File: src/rtl/scard_pkg.sv
// Package: shared state encoding and step count for the card power sequencer.
// Assumes: the number of power steps is fixed at five by the interface.
package scard_pkg;
    localparam int NSTEP = 5;
    localparam int LVL_W = $clog2(NSTEP + 1);

    typedef enum logic [1:0] {
        SEQ_IDLE    = 2'd0,
        SEQ_RAMP_UP = 2'd1,
        SEQ_ON      = 2'd2,
        SEQ_RAMP_DN = 2'd3
    } seq_state_t;
endpackage

File: src/rtl/scard_cond.sv
// Module: conditions the host and detect inputs.
// Produces a card-present level of the selected polarity and a falling-edge
// strobe of the host command. Assumes both inputs are synchronous to clk.
// The edge register resets to 0, so a command held low through reset is not an edge.
module scard_cond (
    input  logic clk,
    input  logic rst_n,
    input  logic cmd_n,
    input  logic present_raw,
    input  logic present_pol,
    output logic present,
    output logic cmd_fall
);
    logic cmd_q;

    // Remember the previous command level for edge detection.
    always_ff @(posedge clk) begin
        if (!rst_n) cmd_q <= 1'b0;
        else        cmd_q <= cmd_n;
    end

    // Polarity select and edge strobe.
    always_comb begin
        present  = present_pol ? present_raw : ~present_raw;
        cmd_fall = cmd_q & ~cmd_n;
    end
endmodule

File: src/rtl/scard_spacer.sv
// Module: counts oscillator ticks between sequence steps.
// Emits step on the tick that completes gap ticks since the last clear or step.
// A gap of 0 behaves as 1. Assumes tick is a one-cycle pulse.
module scard_spacer #(
    parameter int GAP_W = 8
) (
    input  logic             clk,
    input  logic             rst_n,
    input  logic             clr,
    input  logic             run,
    input  logic             tick,
    input  logic [GAP_W-1:0] gap,
    output logic             step
);
    logic [GAP_W-1:0] cnt_q;
    logic             reach;

    // Decide whether this tick closes the gap.
    always_comb begin
        reach = ({1'b0, cnt_q} + (GAP_W+1)'(1)) >= {1'b0, gap};
        step  = run & tick & reach;
    end

    // Tick counter, restarted on clear or on each step.
    always_ff @(posedge clk) begin
        if (!rst_n)             cnt_q <= '0;
        else if (clr || step)   cnt_q <= '0;
        else if (run && tick)   cnt_q <= cnt_q + GAP_W'(1);
    end
endmodule

File: src/rtl/scard_rail_dec.sv
// Module: decodes the power level into the per-stage enables.
// Level n turns on the first n stages, which keeps the chain ordered by
// construction. Assumes level never exceeds the step count.
module scard_rail_dec
    import scard_pkg::*;
(
    input  logic [LVL_W-1:0] lvl,
    output logic [NSTEP-1:0] en_vec
);
    // One comparator per stage.
    for (genvar i = 0; i < NSTEP; i++) begin : g_stage
        assign en_vec[i] = (lvl > LVL_W'(i));
    end
endmodule

File: src/rtl/scard_seq.sv
// Module: top-level card power sequencer.
// A level counter steps up from 0 to 5 during power-up and back down during
// power-down, paced by the tick spacer. Stop requests raised during power-up
// are held in a pending flag. Card removal interrupts at once.
// Assumes all inputs are synchronous to clk.
module scard_seq
    import scard_pkg::*;
#(
    parameter int GAP_W = 8
) (
    input  logic             clk,
    input  logic             rst_n,
    input  logic             tick,
    input  logic             cmd_n,
    input  logic             present_raw,
    input  logic             present_pol,
    input  logic             fault_req,
    input  logic [GAP_W-1:0] gap_ticks,
    output logic             en_boost,
    output logic             en_supply,
    output logic             en_io,
    output logic             en_clk,
    output logic             rst_card,
    output logic             active
);
    seq_state_t       state_q, state_d;
    logic [LVL_W-1:0] lvl_q, lvl_d;
    logic             pend_q, pend_d;
    logic             present, cmd_fall, step, clr, run, start, stop_req;
    logic [NSTEP-1:0] en_vec;

    scard_cond u_cond (
        .clk        (clk),
        .rst_n      (rst_n),
        .cmd_n      (cmd_n),
        .present_raw(present_raw),
        .present_pol(present_pol),
        .present    (present),
        .cmd_fall   (cmd_fall)
    );

    scard_spacer #(.GAP_W(GAP_W)) u_gap (
        .clk  (clk),
        .rst_n(rst_n),
        .clr  (clr),
        .run  (run),
        .tick (tick),
        .gap  (gap_ticks),
        .step (step)
    );

    scard_rail_dec u_dec (
        .lvl   (lvl_q),
        .en_vec(en_vec)
    );

    // Next-state, level and pending-stop logic.
    always_comb begin
        state_d  = state_q;
        lvl_d    = lvl_q;
        clr      = 1'b0;
        run      = (state_q == SEQ_RAMP_UP) || (state_q == SEQ_RAMP_DN);
        start    = (state_q == SEQ_IDLE) && cmd_fall && present;
        stop_req = cmd_n | fault_req | pend_q | ~present;
        pend_d   = ((state_q == SEQ_RAMP_UP) || start) && (pend_q | fault_req | cmd_n);
        case (state_q)
            SEQ_IDLE: begin
                if (start) begin
                    state_d = SEQ_RAMP_UP;
                    lvl_d   = LVL_W'(1);
                    clr     = 1'b1;
                end
            end
            SEQ_RAMP_UP: begin
                if (!present) begin
                    lvl_d   = lvl_q - LVL_W'(1);
                    clr     = 1'b1;
                    state_d = (lvl_q == LVL_W'(1)) ? SEQ_IDLE : SEQ_RAMP_DN;
                end else if (step) begin
                    lvl_d = lvl_q + LVL_W'(1);
                    if (lvl_q == LVL_W'(NSTEP - 1)) state_d = SEQ_ON;
                end
            end
            SEQ_ON: begin
                if (stop_req) begin
                    lvl_d   = lvl_q - LVL_W'(1);
                    clr     = 1'b1;
                    state_d = SEQ_RAMP_DN;
                end
            end
            SEQ_RAMP_DN: begin
                if (step) begin
                    lvl_d = lvl_q - LVL_W'(1);
                    if (lvl_q == LVL_W'(1)) state_d = SEQ_IDLE;
                end
            end
            default: state_d = SEQ_IDLE;
        endcase
    end

    // State registers.
    always_ff @(posedge clk) begin
        if (!rst_n) begin
            state_q <= SEQ_IDLE;
            lvl_q   <= '0;
            pend_q  <= 1'b0;
        end else begin
            state_q <= state_d;
            lvl_q   <= lvl_d;
            pend_q  <= pend_d;
        end
    end

    // Output mapping.
    always_comb begin
        en_boost  = en_vec[0];
        en_supply = en_vec[1];
        en_io     = en_vec[2];
        en_clk    = en_vec[3];
        rst_card  = en_vec[4];
        active    = (state_q == SEQ_ON);
    end
endmodule

File: config.mk
export PLATFORM = sky130hd
export DESIGN_NAME = scard_seq
export DESIGN_NICKNAME = d
export VERILOG_FILES = /design/src/rtl/scard_pkg.sv /design/src/rtl/scard_cond.sv /design/src/rtl/scard_spacer.sv /design/src/rtl/scard_rail_dec.sv /design/src/rtl/scard_seq.sv
export SDC_FILE = /design/constraint.sdc
export NUM_CORES = 1
export LEC_CHECK = 0
export ABC_CLOCK_PERIOD_IN_PS = 6810
export CORE_MARGIN = 2
export CORE_UTILIZATION = 37
export DETAILED_ROUTE_END_ITERATION = 12
export PLACE_DENSITY = 0.69
export SLEW_MARGIN = 15
export SYNTH_ARGS = -nofsm -noshare
export SYNTH_HDL_FRONTEND = slang
export SYNTH_HIERARCHICAL = 1
export SYNTH_SLANG_ARGS = --single-unit
File: constraint.sdc
create_clock -name clk -period 6.81 [get_ports clk]
set_input_delay 2.043 -clock clk [delete_from_list [all_inputs] [get_ports clk]]
set_output_delay 2.043 -clock clk [all_outputs]
set_load 0.1 [all_outputs]
### Word level (Yosys, flattened, before mapping)

Index checks and enable logic that the tools add are counted.

| operators by class | value |
|---|---|
| $add $sub $neg | 4 |
| order comparisons | 6 |
| eq/ne operators | 11 |
| muxes and demuxes | 20 |
| bitwise gates (word level) | 12 |
| reductions and logical operators | 11 |

Operators with widths:

| cell | number |
|---|---|
| 2-to-1 mux 2 bit | 8 |
| 2-to-1 mux 3 bit | 5 |
| case mux 3 bit (4 select lines) | 1 |
| adder 8 x 1 -> 9 bit (second input constant) | 1 |
| >= comparator 9 x 8 -> 1 bit | 1 |
| adder 8 x 1 -> 8 bit (second input constant) | 1 |
| case mux 2 bit (4 select lines) | 1 |
| > comparator 3 x 1 -> 1 bit (second input constant) | 2 |
| > comparator 3 x 2 -> 1 bit (second input constant) | 2 |
| != test 2 x 1 -> 1 bit (second input constant) | 3 |
| != test 3 x 2 -> 1 bit (second input constant) | 2 |
| AND reduction 6 bit | 1 |
| bitwise OR 1 bit | 5 |
| == test 2 bit (second input constant) | 2 |
| logical AND 1 bit | 4 |
| 2-to-1 mux 1 bit | 4 |
| inverter 1 bit | 4 |
| AND reduction 4 bit | 1 |
| adder 3 x 1 -> 3 bit (second input constant) | 1 |
| bitwise AND 1 bit | 3 |
| == test 3 x 1 -> 1 bit (second input constant) | 1 |
| == test 3 bit (second input constant) | 1 |
| > comparator 3 bit (second input constant) | 1 |
| logical OR 1 bit | 3 |
| 6 further kinds | 6 |

| storage, ports and cells | value |
|---|---|
| flip-flop bits (word level) | 15 |
| bits of input ports | 15 |
| output and inout bits | 6 |

### Longest topological paths before layout

| logic depth | value |
|---|---|
| depth after elaboration | 8 |
| gate-level depth with buffers | 14 |
| mapped depth without buffers | 13 |

### Modules after synthesis

The synthesis kept the hierarchy.

Modules (own cells, without submodules):

| module | instances | cells an instance | area each (um^2) | seq. area each (um^2) |
|---|---|---|---|---|
| scard_spacer | 1 | 85 | 683.2 | 160.2 |
| scard_seq | 1 | 63 | 549.3 | 120.1 |
| scard_cond | 1 | 4 | 45.0 | 20.0 |
| scard_rail_dec | 1 | 5 | 32.5 | 0.0 |

### Worst setup path after synthesis

Ideal clock, no wire load.

| timing | value |
|---|---|
| path kind | input to register |
| start point | input port gap_ticks[6] |
| end point | register lvl_q[0] |
| data arrival time | 3.847 ns |
| setup slack | 2.841 ns |
| stages on the path | 11 |
| buffers on the path | 0 |
| cell sequence | inv_1 ha_1 a21oi_1 o22ai_1 a211oi_2 and2_4 nor2_1 o21ba_1 mux2i_4 o21a_1 o311a_1 |

| between the ends | value |
|---|---|
| word-level cells in the longest chain between the ends | 4 |

Ends and longest elaborated chain:

| element | line | RTL |
|---|---|---|
| start: declaration | scard_seq.sv:18 | `input logic [GAP_W-1:0] gap_ticks,` |
| >= comparator 9 x 8 -> 1 bit (*) | scard_spacer.sv:20 | `reach = ({1'b0, cnt_q} + (GAP_W+1)'(1)) >= {1'b0, gap};` |
| bitwise AND 1 bit (*) | scard_spacer.sv:21 | `step = run & tick & reach;` |
| named net step | scard_seq.sv:29 | `logic present, cmd_fall, step, clr, run, start, stop_req;` |
| != test 3 x 2 -> 1 bit (no line) or != test 2 x 1 -> 1 bit (tied branches) | -- |  |
| AND reduction 4 bit (no line) (*) | -- |  |
| end signal: assignment | scard_seq.sv:109 | `lvl_q <= lvl_d;` |
| end: declaration | scard_seq.sv:27 | `logic [LVL_W-1:0] lvl_q, lvl_d;` |

The timed path passes the listed nets; every way through them passes the cells marked *.
A chain may end at the register's enable or synchronous reset.

### Worst setup path in the final report

| timing | value |
|---|---|
| start point | input port present_pol |
| end point | register u_gap.cnt_q[0] |

| between the ends | value |
|---|---|
| word-level cells in the longest chain between the ends | 7 |

Ends and longest elaborated chain:

| element | line | RTL |
|---|---|---|
| start: declaration | scard_seq.sv:16 | `input logic present_pol,` |
| 2-to-1 mux 1 bit (*) | scard_cond.sv:24 | `present = present_pol ? present_raw : ~present_raw;` |
| named net present | scard_seq.sv:29 |  |
| inverter 1 bit | scard_seq.sv:64 | `stop_req = cmd_n \| fault_req \| pend_q \| ~present;` |
| bitwise OR 1 bit | scard_seq.sv:64 |  |
| 2-to-1 mux 1 bit | scard_seq.sv:85 | `if (stop_req) begin` |
| case mux 1 bit (3 select lines) (*) | scard_seq.sv:66 | `case (state_q)` |
| named net clr | scard_seq.sv:29 |  |
| logical OR 1 bit (*) | scard_spacer.sv:27 | `else if (clr \|\| step) cnt_q <= '0;` |
| OR reduction 2 bit (no line) (*) | -- |  |
| end signal: assignment | scard_spacer.sv:28 | `else if (run && tick) cnt_q <= cnt_q + GAP_W'(1);` |
| end: declaration | scard_spacer.sv:15 | `logic [GAP_W-1:0] cnt_q;` |

Marked as above.

==> reports/metrics.cfg <==
[logic_synthesis]
netlist.area_leader.share=0.229
yosysUniqueCellTypes=51
yosysWarnings=6
synth_edf_count=0
synth-seq-area-share=0.229
syn_area_sq_um=1310
synth_seq_cells=15
synth_fp_nets=185
netlist_instances=157
synth-main-ff-cell=dfxtp_1
avgSynthCellArea_sq_um=8.34
async_flop_share=0
synth_area_leaders=dfxtp_1 23%, ha_1 12%, a21oi_1 5.0%, xnor2_1 4.0%, inv_1 3.4%
synth_top_cell_by_area=dfxtp_1

[global_routing]
met1_usage=0.164
grt_pass1_vias=1151
use_met3=0.0393
grt_use_total=0.152
busiest_layer=met2
grt-ovfl-total=0
grtUsageMet2=0.291
antenna_found_initial=0
grt_pass1_wl_mm=4.97
grt_max_degree=17

[sta]
fmaxAchievable_mhz=228
relSlewSlack=0.348
setup_tns_ns=0
hold_viol_final=0
worst_pin_slew_ns=0.975
setup_violations=0
period_share=0.645
worst_slack_ns=2.42
fin_crit_ns=4.39
maxSlewViolCount=0
clock_skew_ns=0.00314
rsz0062_at_grt=no

[critical_path]
path_max_fanout=10
endpoint_kind=flip-flop
required_ns=7.05
cp_common_cell=nand2b_1
slowest_stage=xnor2_1
cp-start-kind=primary input
arrival_ns=4.63
critPathKind=primary input to flip-flop
crit_path_cell_trace=clkdlybuf4s50_1 -> xnor2_1 -> nor4b_4 -> nand2_1 -> nand2b_1 -> o22ai_1 -> nand2b_1 -> a21oi_1 -> a22o_1
cp_slowest_stage_delay_ns=0.65

[floorplanning]
io_pins=21
dieWidth_microns=63.5
die_y_microns=63.5
std_cell_rows=21
core_area_sq_um=3360
die_area_sq_um=4030
start_util=0.390

[layout]
multi_input_comb_area_sq_um=895
register_area_sq_um=300
fill_cells=358
drive_gt1_frac=0.0936
layout_commonest_cell=clkdlybuf4s50_1
finalNetCount=200
antenna_cells=0
layout_common_cells=20 x clkdlybuf4s50_1, 15 x dfxtp_1, 13 x a21oi_1, 13 x ha_1, 12 x inv_1
syn_to_final_growth_pct=16.4

[clocking]
post_cts_resize_count=0
cts_buffers=3
cts_tree=yes
cts_htree_levels=1
clock_path_buffers=2
clk_pin_slew_ns=0.09
clk_latency_ns=0.29
clock_sinks=15
root_buffer=clkbuf_4
postCtsSetupBuffers=0
hold_buffers=0

[min_path]
hp-class=flip-flop to flip-flop

[routing]
drt_iter0_drc=41
avgViaCountPerCell=5.46
vias=1185
firstDrtPassIters=5
drt-wirelength-per-cell_microns=13.3
remaining_drc_errors=0
drt_wl_total_mm=2.88
postRouteAntennaNets=0

[placement]
pre_cts_slack_ns=2.13
place_hpwl_mm=2.19
numPortBuffers=20
gp_congestion=0.829

[pwr]
vdd_drop_max_mv=0.0958
leakage_nw=0.609
finalPower_mw=0.232
powerDensity_nw_per_um2=152

[job]
cap_viol_max_count=0

[outcome]
status=finished, final reports clean

stage by stage:
step                 util  instances  cell area, sq um  hold WS (ns)
floorplan               -        157              1310         0.469
global placement    0.445        213              1500         0.497
detailed placement  0.445        213              1500         0.504
CTS                 0.453        217              1530         0.517
global route        0.453        217              1530         0.562
finish              0.453        217              1530         0.513
synth_stat cells (all sizes together) (2+ instances only):
library cell  count
a21o              2
a21oi            14
a311oi            2
a31oi             2
a32o              3
and2              4
and2b             2
and3              2
buf               6
clkbuf            4
dfxtp            15
ha               13
inv              12
nand2             9
nand2b            3
nand3             6
nand4             3
nor2              6
nor2b             6
nor3              4
nor3b             2
nor4              2
o211ai            5
o21a              3
o21ai             3
o22ai             3
xnor2             6
xor2              3
state kept, by name, indices dropped and copies added (netlist names), named ones only:
name,cells
u_cond/cmd_q,1
pend_q,1
state_q,1
u_gap/cnt_q,8
lvl_q,3
final timing paths:
kind,end,startpoint,depth (start not counted),slack (ns)
worst max-delay path,u_gap/cnt_q[0]$_SDFFE_PP0P_,present_pol,9,2.42
worst min-delay path,u_gap/cnt_q[7]$_SDFFE_PP0P_,u_gap/cnt_q[7]$_SDFFE_PP0P_,2,0.51
worst max register to register,lvl_q[1]$_SDFFE_PN0P_,u_gap/cnt_q[2]$_SDFFE_PP0P_,12,3.54
worst min register to register,u_gap/cnt_q[7]$_SDFFE_PP0P_,u_gap/cnt_q[7]$_SDFFE_PP0P_,2,0.51
per-layer routing:
layer  wire, microns  up-vias  part of all wire
met1            1190      560              0.41
met5               0        -                 0
li1                -      599                 -
met4              14        0            0.0049
met3             111        2             0.039
met2            1560       24              0.54
layout make-up:
cell class / instances / area share
Multi-Input combinational cell: 120 / 0.587
Clock inverter: 1 / 0.00328
Inverter: 12 / 0.0295
Timing Repair Buffer: 20 / 0.131
Tap cell: 46 / 0.0377
Sequential cell: 15 / 0.197
Clock buffer: 3 / 0.0148
kinds of logic (layout without fill, tap and decap cells):
| family | after synthesis | count (layout) | share of synthesized area |
|---|---|---|---|
| flip-flops | 15 | 15 | 0.229 |
| multiplexers | 1 | 1 | 0.0172 |
| adder cells (fa/ha/maj) | 13 | 13 | 0.124 |
| buffers and inverters | 22 | 36 | 0.0879 |
| AND/OR/NAND/NOR | 53 | 53 | 0.243 |
| XOR/XNOR | 9 | 9 | 0.0602 |
| AO/OA/AOI/OAI | 44 | 44 | 0.239 |
power breakdown:
| part | internal [mW] | switching [mW] | total, mW |
|---|---|---|---|
| sequential | 0.0907 | 0.00731 | 0.0980 |
| clock | 0.0219 | 0.0302 | 0.0520 |
| combinational | 0.0306 | 0.0518 | 0.0824 |
critical path: cells and delay by family:
family	cells	cell delay, ns
buffers and inverters	1	0.41
XOR/XNOR	1	0.65
AO/OA/AOI/OAI	3	0.57
AND/OR/NAND/NOR	4	0.96
Power figures use the tool's default switching activity.
